`config.mk`:
```
export PLATFORM = sky130hd
export DESIGN_NAME = tick_timer8
export DESIGN_NICKNAME = d
export VERILOG_FILES = /design/src/rtl/tick_timer8_pkg.sv /design/src/rtl/tick_timer8_src.sv /design/src/rtl/tick_timer8_presc.sv /design/src/rtl/tick_timer8_cnt.sv /design/src/rtl/tick_timer8.sv
export SDC_FILE = /design/constraint.sdc
export NUM_CORES = 1
export LEC_CHECK = 0
export CAP_MARGIN = 20
export CORE_UTILIZATION = 50
export DETAILED_ROUTE_END_ITERATION = 16
export GPL_TIMING_DRIVEN = 1
export PLACE_DENSITY = 0.86
export REMOVE_ABC_BUFFERS = 1
export SLEW_MARGIN = 20
export SYNTH_ARGS = -nofsm -noshare
export SYNTH_HDL_FRONTEND = slang
export SYNTH_SLANG_ARGS = --single-unit
```
`constraint.sdc`:
```
create_clock -name clk -period 4.2 [get_ports clk]
set_input_delay 0.84 -clock clk [delete_from_list [all_inputs] [get_ports clk]]
set_output_delay 0.84 -clock clk [all_outputs]
set_load 0.01 [all_outputs]
```
`src/rtl/tick_timer8_pkg.sv`:
```
package tick_timer8_pkg;

  localparam int OPT_W          = 8;
  localparam int OPT_SRC_BIT    = 5;
  localparam int OPT_BYPASS_BIT = 3;
  localparam int OPT_RATIO_LSB  = 0;
  localparam int RATIO_W        = 3;

  localparam logic [OPT_W-1:0] OPT_USED_MASK = 8'b0010_1111;

  typedef enum logic {
    SRC_CYCLE = 1'b0,
    SRC_PIN   = 1'b1
  } src_sel_e;

  typedef struct packed {
    src_sel_e             src;
    logic                 bypass;
    logic [RATIO_W-1:0]   ratio;
  } opt_t;

  localparam opt_t OPT_RESET = '{src: SRC_CYCLE, bypass: 1'b0, ratio: '0};

endpackage

```
`src/rtl/tick_timer8_src.sv`:
```
module tick_timer8_src #(
  parameter int SYNC_STAGES = 2
) (
  input  logic clk,
  input  logic rst_n,
  input  logic pin_mode,
  input  logic cyc_tick,
  input  logic ext_pin,
  output logic src_tick
);

  logic [SYNC_STAGES-1:0] sync_q;
  logic                   prev_q;
  logic                   pin_rise;

  genvar i;
  generate
    for (i = 0; i < SYNC_STAGES; i++) begin : g_sync
      if (i == 0) begin : g_first
        always_ff @(posedge clk) begin
          if (!rst_n) sync_q[0] <= 1'b0;
          else        sync_q[0] <= ext_pin;
        end
      end else begin : g_next
        always_ff @(posedge clk) begin
          if (!rst_n) sync_q[i] <= 1'b0;
          else        sync_q[i] <= sync_q[i-1];
        end
      end
    end
  endgenerate

  always_ff @(posedge clk) begin
    if (!rst_n) prev_q <= 1'b0;
    else        prev_q <= sync_q[SYNC_STAGES-1];
  end

  assign pin_rise = sync_q[SYNC_STAGES-1] & ~prev_q;
  assign src_tick = pin_mode ? pin_rise : cyc_tick;

endmodule

```
`src/rtl/tick_timer8_presc.sv`:
```
module tick_timer8_presc #(
  parameter int RATIO_W = 3
) (
  input  logic               clk,
  input  logic               rst_n,
  input  logic               restart,
  input  logic               src_tick,
  input  logic               bypass,
  input  logic [RATIO_W-1:0] ratio,
  output logic               inc_tick
);

  localparam int PRE_W = 1 << RATIO_W;

  logic [PRE_W-1:0] pre_q;
  logic [PRE_W-1:0] low_ones;
  logic             period_end;

  genvar i;
  generate
    for (i = 0; i < PRE_W; i++) begin : g_ones
      if (i == 0) begin : g_lsb
        assign low_ones[0] = pre_q[0];
      end else begin : g_up
        assign low_ones[i] = low_ones[i-1] & pre_q[i];
      end
    end
  endgenerate

  assign period_end = low_ones[ratio];

  always_ff @(posedge clk) begin
    if (!rst_n)                pre_q <= '0;
    else if (restart || bypass) pre_q <= '0;
    else if (src_tick)          pre_q <= pre_q + 1'b1;
  end

  assign inc_tick = src_tick & (bypass | period_end);

endmodule

```
`src/rtl/tick_timer8_cnt.sv`:
```
module tick_timer8_cnt #(
  parameter int CNT_W = 8
) (
  input  logic             clk,
  input  logic             rst_n,
  input  logic             ld_en,
  input  logic [CNT_W-1:0] ld_val,
  input  logic             inc,
  input  logic             flag_clr,
  output logic [CNT_W-1:0] count_q,
  output logic             flag_q,
  output logic             pulse_q
);

  logic wrap;

  assign wrap = inc & ~ld_en & (&count_q);

  always_ff @(posedge clk) begin
    if (!rst_n)     count_q <= '0;
    else if (ld_en) count_q <= ld_val;
    else if (inc)   count_q <= count_q + 1'b1;
  end

  always_ff @(posedge clk) begin
    if (!rst_n) pulse_q <= 1'b0;
    else        pulse_q <= wrap;
  end

  always_ff @(posedge clk) begin
    if (!rst_n)        flag_q <= 1'b0;
    else if (flag_clr) flag_q <= 1'b0;
    else if (wrap)     flag_q <= 1'b1;
  end

endmodule

```
`src/rtl/tick_timer8.sv`:
```
module tick_timer8
  import tick_timer8_pkg::*;
#(
  parameter int CNT_W       = 8,
  parameter int SYNC_STAGES = 2
) (
  input  logic             clk,
  input  logic             rst_n,
  input  logic             cyc_tick,
  input  logic             ext_pin,
  input  logic             cnt_wr,
  input  logic [CNT_W-1:0] cnt_wdata,
  input  logic             opt_wr,
  input  logic [OPT_W-1:0] opt_wdata,
  input  logic             flag_clr,
  output logic [CNT_W-1:0] count,
  output logic             ovf_flag,
  output logic             ovf_pulse
);

  opt_t opt_q;
  opt_t opt_next;
  logic opt_bits_unused;
  logic src_tick;
  logic inc_tick;

  assign opt_next = '{
    src:    src_sel_e'(opt_wdata[OPT_SRC_BIT]),
    bypass: opt_wdata[OPT_BYPASS_BIT],
    ratio:  opt_wdata[OPT_RATIO_LSB +: RATIO_W]
  };
  assign opt_bits_unused = ^(opt_wdata & ~OPT_USED_MASK);

  always_ff @(posedge clk) begin
    if (!rst_n)      opt_q <= OPT_RESET;
    else if (opt_wr) opt_q <= opt_next;
  end

  tick_timer8_src #(.SYNC_STAGES(SYNC_STAGES)) u_src (
    .clk      (clk),
    .rst_n    (rst_n),
    .pin_mode (opt_q.src == SRC_PIN),
    .cyc_tick (cyc_tick),
    .ext_pin  (ext_pin),
    .src_tick (src_tick)
  );

  tick_timer8_presc #(.RATIO_W(RATIO_W)) u_presc (
    .clk      (clk),
    .rst_n    (rst_n),
    .restart  (cnt_wr),
    .src_tick (src_tick),
    .bypass   (opt_q.bypass),
    .ratio    (opt_q.ratio),
    .inc_tick (inc_tick)
  );

  tick_timer8_cnt #(.CNT_W(CNT_W)) u_cnt (
    .clk      (clk),
    .rst_n    (rst_n),
    .ld_en    (cnt_wr),
    .ld_val   (cnt_wdata),
    .inc      (inc_tick),
    .flag_clr (flag_clr),
    .count_q  (count),
    .flag_q   (ovf_flag),
    .pulse_q  (ovf_pulse)
  );

endmodule

```
==> Word-level counts from Yosys, hierarchy flattened <==
Cells that the tools add are included.
{ "word_totals": {"reg_bits": 26, "latch_bits": 0, "mem_bits_rw": 0, "mem_bits_ro": 0, "out_inout_bits": 10, "word_cells": 38, "n_memories": 0} }
{ "classes": {"addsub": 2, "n_mul": 0, "n_div": 0, "n_lt_le_gt_ge": 1, "eq_ne": 0, "shift": 0, "n_mux": 5, "n_bitwise": 15, "reduce_logical": 5} }
{ "ops": {"columns": ["op", "n"], "rows": [
  ["8-bit by 1-bit adder with 8-bit output (second input constant)", 2],
  ["8-bit 2-to-1 mux", 2],
  ["1-bit AND", 11],
  ["8-bit AND reduction", 1],
  ["3-bit by 4-bit less-than comparator with 1-bit output (second input constant)", 1],
  ["2-bit OR reduction", 2],
  ["1-bit binary-select mux with 3-bit select", 1],
  ["1-bit NOT", 3],
  ["1-bit 2-to-1 mux", 2],
  ["2-bit nonzero test", 1],
  ["1-bit logical OR", 1],
  ["1-bit bitwise OR", 1]
]} }

==> Depth between registers and ports, before layout <==
{ "depth": {"ltp_word": 13, "depth_mapped": 8} }

==> Hierarchy <==
Synthesis repeated with hierarchy kept, for this count alone.
{ "unflattened": {"hier_cells": 136, "area_unflattened_um2": 1266.2} }
{ "modules_own_cells": {"columns": ["mod", "n_inst", "cells_per_inst", "area_each_um2", "seq_area_each_um2"], "rows": [
  ["tick_timer8_cnt", 1, 63, 544.3, 200.2],
  ["tick_timer8_presc", 1, 48, 434.2, 160.2],
  ["tick_timer8", 1, 16, 192.7, 100.1],
  ["tick_timer8_src", 1, 9, 95.1, 60.1]
]} }

==> Worst setup path after synthesis <==
Ideal clock, no wire load.
{ "synth_timing": {"path_type": "reg-to-reg", "from": "register u_presc.pre_q[0]", "to": "register u_cnt.count_q[6]", "arrival_time_ns": 1.765, "required_ns": 4.081, "slack_ns": 2.317, "path_stages_with_launch": 9, "n_path_buf": 1, "cell_sequence": "dfxtp_1 ha_1 ha_1 and2b_1 nor3_1 a221oi_2 buf_6 nor3_1 o221a_1"} }
{ "synth_via": {"elab_chain_len": 12} }
{ "synth_lines": {"columns": ["item", "line", "text"], "rows": [
  ["start: declaration", "tick_timer8_presc.sv:15", "logic [PRE_W-1:0] pre_q;"],
  ["start signal: assignment", "tick_timer8_presc.sv:35", "else if (src_tick) pre_q <= pre_q + 1'b1;"],
  ["1-bit AND (7 in series)", "tick_timer8_presc.sv:25", "assign low_ones[i] = low_ones[i-1] & pre_q[i];"],
  ["1-bit binary-select mux with 3-bit select (*)", "tick_timer8_presc.sv:30", "assign period_end = low_ones[ratio];"],
  ["1-bit 2-to-1 mux (implied by the code) (*)", "tick_timer8_presc.sv:30", null],
  ["1-bit bitwise OR (*)", "tick_timer8_presc.sv:38", "assign inc_tick = src_tick & (bypass | period_end);"],
  ["1-bit AND (*)", "tick_timer8_presc.sv:38", null],
  ["2-bit nonzero test (no line) (*)", null, null],
  ["end signal: assignment", "tick_timer8_cnt.sv:21", "else if (ld_en) count_q <= ld_val;"],
  ["end signal: assignment", "tick_timer8_cnt.sv:22", "else if (inc) count_q <= count_q + 1'b1;"],
  ["end: declaration", "tick_timer8_cnt.sv:10", "output logic [CNT_W-1:0] count_q,"]
]} }
Mark *: on every way between the ends. The rest lies on a longest branch, timed or not. The select of a mux whose other input is x is not followed.
A chain may end at the register's enable or synchronous reset.

==> Final worst setup path <==
Ends and elaborated chain as after synthesis.

==> out/metrics.csv <==
stage,metric,value,unit
outcome,status,finished clean,
yosys,Post-Synth Adder-Cell Area,0.02893,
global_route,largest net degree at the start of global routing,20,
clocking,CTS Buf Count,3,
worst_setup_path,critical path class,flip-flop to flip-flop,
sta,Max Slew Vio Count,0,
worst_setup_path,slowest CP cell,a221oi_2,
yosys,main flop type after synthesis,dfxtp_1,
worst_setup_path,critical path's largest stage delay,0.73,ns
detailed_routing,vias post-DR,1215,
clocking,Post-CTS Resized,0,
clocking,root buffer cell,clkbuf_4,
clocking,CTS tree,built,
yosys,largest family of logic cells by synthesized area,simple AND/OR/NAND/NOR gates,
yosys,sequential share of the synthesized area,0.4012,
clocking,Worst-path clk slew,0.15,ns
floorplan,die height,52.94,um
placed_design,placed cell areas,1590,sq um
yosys,post-synth top area share,0.4012,
placed_design,Port Buffers,29,
power_and_ir_drop,pwr dens,321.3,nW/um^2
floorplan,die footprint,2803,sq um
detailed_routing,Pre-antenna DRT Iters,4,
worst_setup_path,CP Data Required Time,4.48,ns
worst_setup_path,crit path cell chain,ha_1 -> ha_1 -> and2b_1 -> nor3_1 -> a221oi_2 -> or2_0 -> o221a_1,
yosys,Post-synth EDFFs,0,
placed_design,Post-Place Worst Slack,1.662,ns
worst_setup_path,WP buf/inv,0,
worst_setup_path,R2R setup slack,1.68,ns
yosys,simple-gate portion of the synthesized area,0.2941,
worst_setup_path,CP Capture Type,flip-flop,
clocking,CTS Hold Bufs,0,
clocking,clock sink count,26,
yosys,post-synth cell types,36,
power_and_ir_drop,maximum vdd drop,302.7,uV
worst_setup_path,crit path launch,u_presc.pre_q[0],
floorplan,I/O pin cnt,33,
worst_setup_path,Critical Path AT,2.80,ns
detailed_routing,number of remaining DRC errors,0,
yosys,post-synth top area cell,dfxtp_1,
detailed_routing,Initial DRC Count,21,
yosys,xor/xnor share of the synthesized area,0.03375,
sta,final count of negative-setup-slack endpoints,0,
sta,Final WS setup,1.683,ns
worst_setup_path,worst r2r src,u_presc.pre_q[0],
sta,Final Cycle Share,0.5992,
layout,design area,1643,sq um
yosys,syn_area_per_cell,8.480,sq um
worst_setup_path,FF-to-FF path depth,7,
global_route,Tot GR Track Use,0.2422,
sta,Rel. slew slack,0.4382,
yosys,yosys warns,0,
clocking,maximum root-to-sink buffer count,2,
sta,Tmin final,2.517,ns
worst_setup_path,critical path peak fanout,13,
hold_path,worst hold path type,flip-flop to flip-flop,
worst_setup_path,critical path's top delay family,compound AO/OA/AOI/OAI gates,
layout,Final Util,0.6692,
detailed_routing,Avg WL per Cell,14.24,um
global_route,first-pass GRT wire length,4.968,mm
clocking,worst skew pair latency,0.33,ns
yosys,Syn Inst Count,153,
yosys,Synth Register Bits,26,
worst_setup_path,reg-to-reg endpoint,u_cnt.count_q[6],
floorplan,core area,2455,sq um
placed_design,HPWL Detailed,2.143,mm
worst_setup_path,most frequent CP cell,ha_1,
floorplan,Chip Width,52.94,um
layout,n_diodes,0,
clocking,H-tree depth,1,
layout,share of layout cells above drive strength 1,0.06145,
hold_path,min-delay src,u_src.sync_q[0],
yosys,Post-Syn Area,1297,sq um
detailed_routing,vias per cell,5.813,
yosys,"top cells by area, synth","dfxtp_1 (40%), mux2i_1 (4.6%), nand2_1 (4.6%), nor2_1 (4.1%), nor2b_1 (3.4%)",
global_route,vias in the first global route,1217,
detailed_routing,final WL,2.977,mm
job,max cap viols,0,
yosys,Synth Area in Compound Gates,0.1572,
power_and_ir_drop,LEAKAGE,0.0006038,uW
yosys,mux cell area share after synthesis,0.04629,
floorplan,Site Rows,18,
worst_setup_path,crit path to,u_cnt.count_q[6],
layout,nets,206,
worst_setup_path,Worst setup SP type,flip-flop,
layout,Layout area overhead,26.62,%
sta,"Hold Violations, Final",0,
global_route,initial antenna violation count,0,
sta,Fmax achieved,397.4,MHz
floorplan,Starting Density,0.5285,
detailed_routing,post-detailed-route count of antenna-violating nets,0,
sta,RSZ-0062 raised after global routing,false,
yosys,"Async S/R FF share, synth",0,
sta,TNS Setup,0,ns
power_and_ir_drop,total power,527.9,uW
placed_design,RD Place Congestion,0.8371,
sta,slew of the pin with the lowest slew margin,0.8426,ns
sta,clock skew,0.007980,ns
global_route,Overflow after GRT,0,
worst_setup_path,Crit. path cell count,7,
clocking,post-CTS setup buffers,0,
[cells by family (layout without fill, tap and decap cells)]
kind of cell | count (synthesis) | after routing
flops | 26 | 26
compound gates | 28 | 28
fa+ha+maj | 3 | 3
buf+inv | 11 | 37
xor+xnor | 5 | 5
simple gates | 74 | 74
mux | 6 | 6
[cells in the final DEF (no fill, tap or decap), types with 4 or more instances in the layout]
cell / instances
clkdlybuf4s50_1: 29
o21ai_0: 8
mux2i_1: 6
nand4_1: 4
inv_1: 4
and2_1: 4
nand2_1: 16
nor3_1: 8
a211oi_1: 4
and3_1: 4
nand3_1: 5
nor2_1: 14
nor2b_1: 7
dfxtp_1: 26
[registers in the layout (all words and copies together) (netlist names)]
name           flops
opt_q              5
u_src.prev_q       1
u_cnt.count_q      8
u_cnt.pulse_q      1
u_src.sync_q       2
u_presc.pre_q      8
u_cnt.flag_q       1
[power by group]
part	internal (uW)	switching, uW
Clock	96.6	79.4
Combinational	43.8	38.3
Sequential	257	12.5
Total	398	130
[worst min path at each step]
stage / cells after the start / slack, ns / end
floorplan: 1 / 0.41 / u_src.sync_q[1]
finish: 1 / 0.45 / u_src.sync_q[1]
global route: 1 / 0.46 / u_src.sync_q[1]
detailed placement: 1 / 0.42 / u_src.sync_q[1]
global placement: 1 / 0.41 / u_src.sync_q[1]
CTS: 1 / 0.45 / u_src.sync_q[1]
[through the flow]
step / hold slack [ns] / std cells
2_1_floorplan: 0.4118 / 146
3_3_place_gp: 0.4137 / 205
3_5_place_dp: 0.4245 / 205
4_1_cts: 0.4454 / 209
5_1_grt: 0.4563 / 209
6_report: 0.4484 / 209
[layout make-up]
cell class	count	area, sq um
clock inverter	1	30.03
tap	30	37.54
multi-input combinational	116	726.9
clock buffer	3	22.52
fill	212	812.0
inverter	4	15.01
sequential	26	520.5
timing repair buffer	29	290.3
[synth_stat cells, types with 4 or more instances]
| cell type | count |
|---|---|
| mux2i_1 | 6 |
| nand3_1 | 5 |
| nand2_1 | 16 |
| nor3_1 | 8 |
| o21ai_0 | 8 |
| and3_1 | 4 |
| nand4_1 | 4 |
| dfxtp_1 | 26 |
| nor2_1 | 14 |
| clkbuf_1 | 5 |
| nor2b_1 | 7 |
| inv_1 | 4 |
| a211oi_1 | 4 |
| and2_1 | 4 |
[layer usage]
metal | vias to the layer above | routed length [um] | share of wire | track usage
met5 | - | 0 | 0 | 0
met4 | 0 | 29 | 0.0097 | 0.09211
li1 | 604 | - | - | -
met2 | 37 | 1502 | 0.50 | 0.4536
met1 | 570 | 1310 | 0.44 | 0.2570
met3 | 4 | 135 | 0.045 | 0.05747
Power figures use the tool's default switching activity.
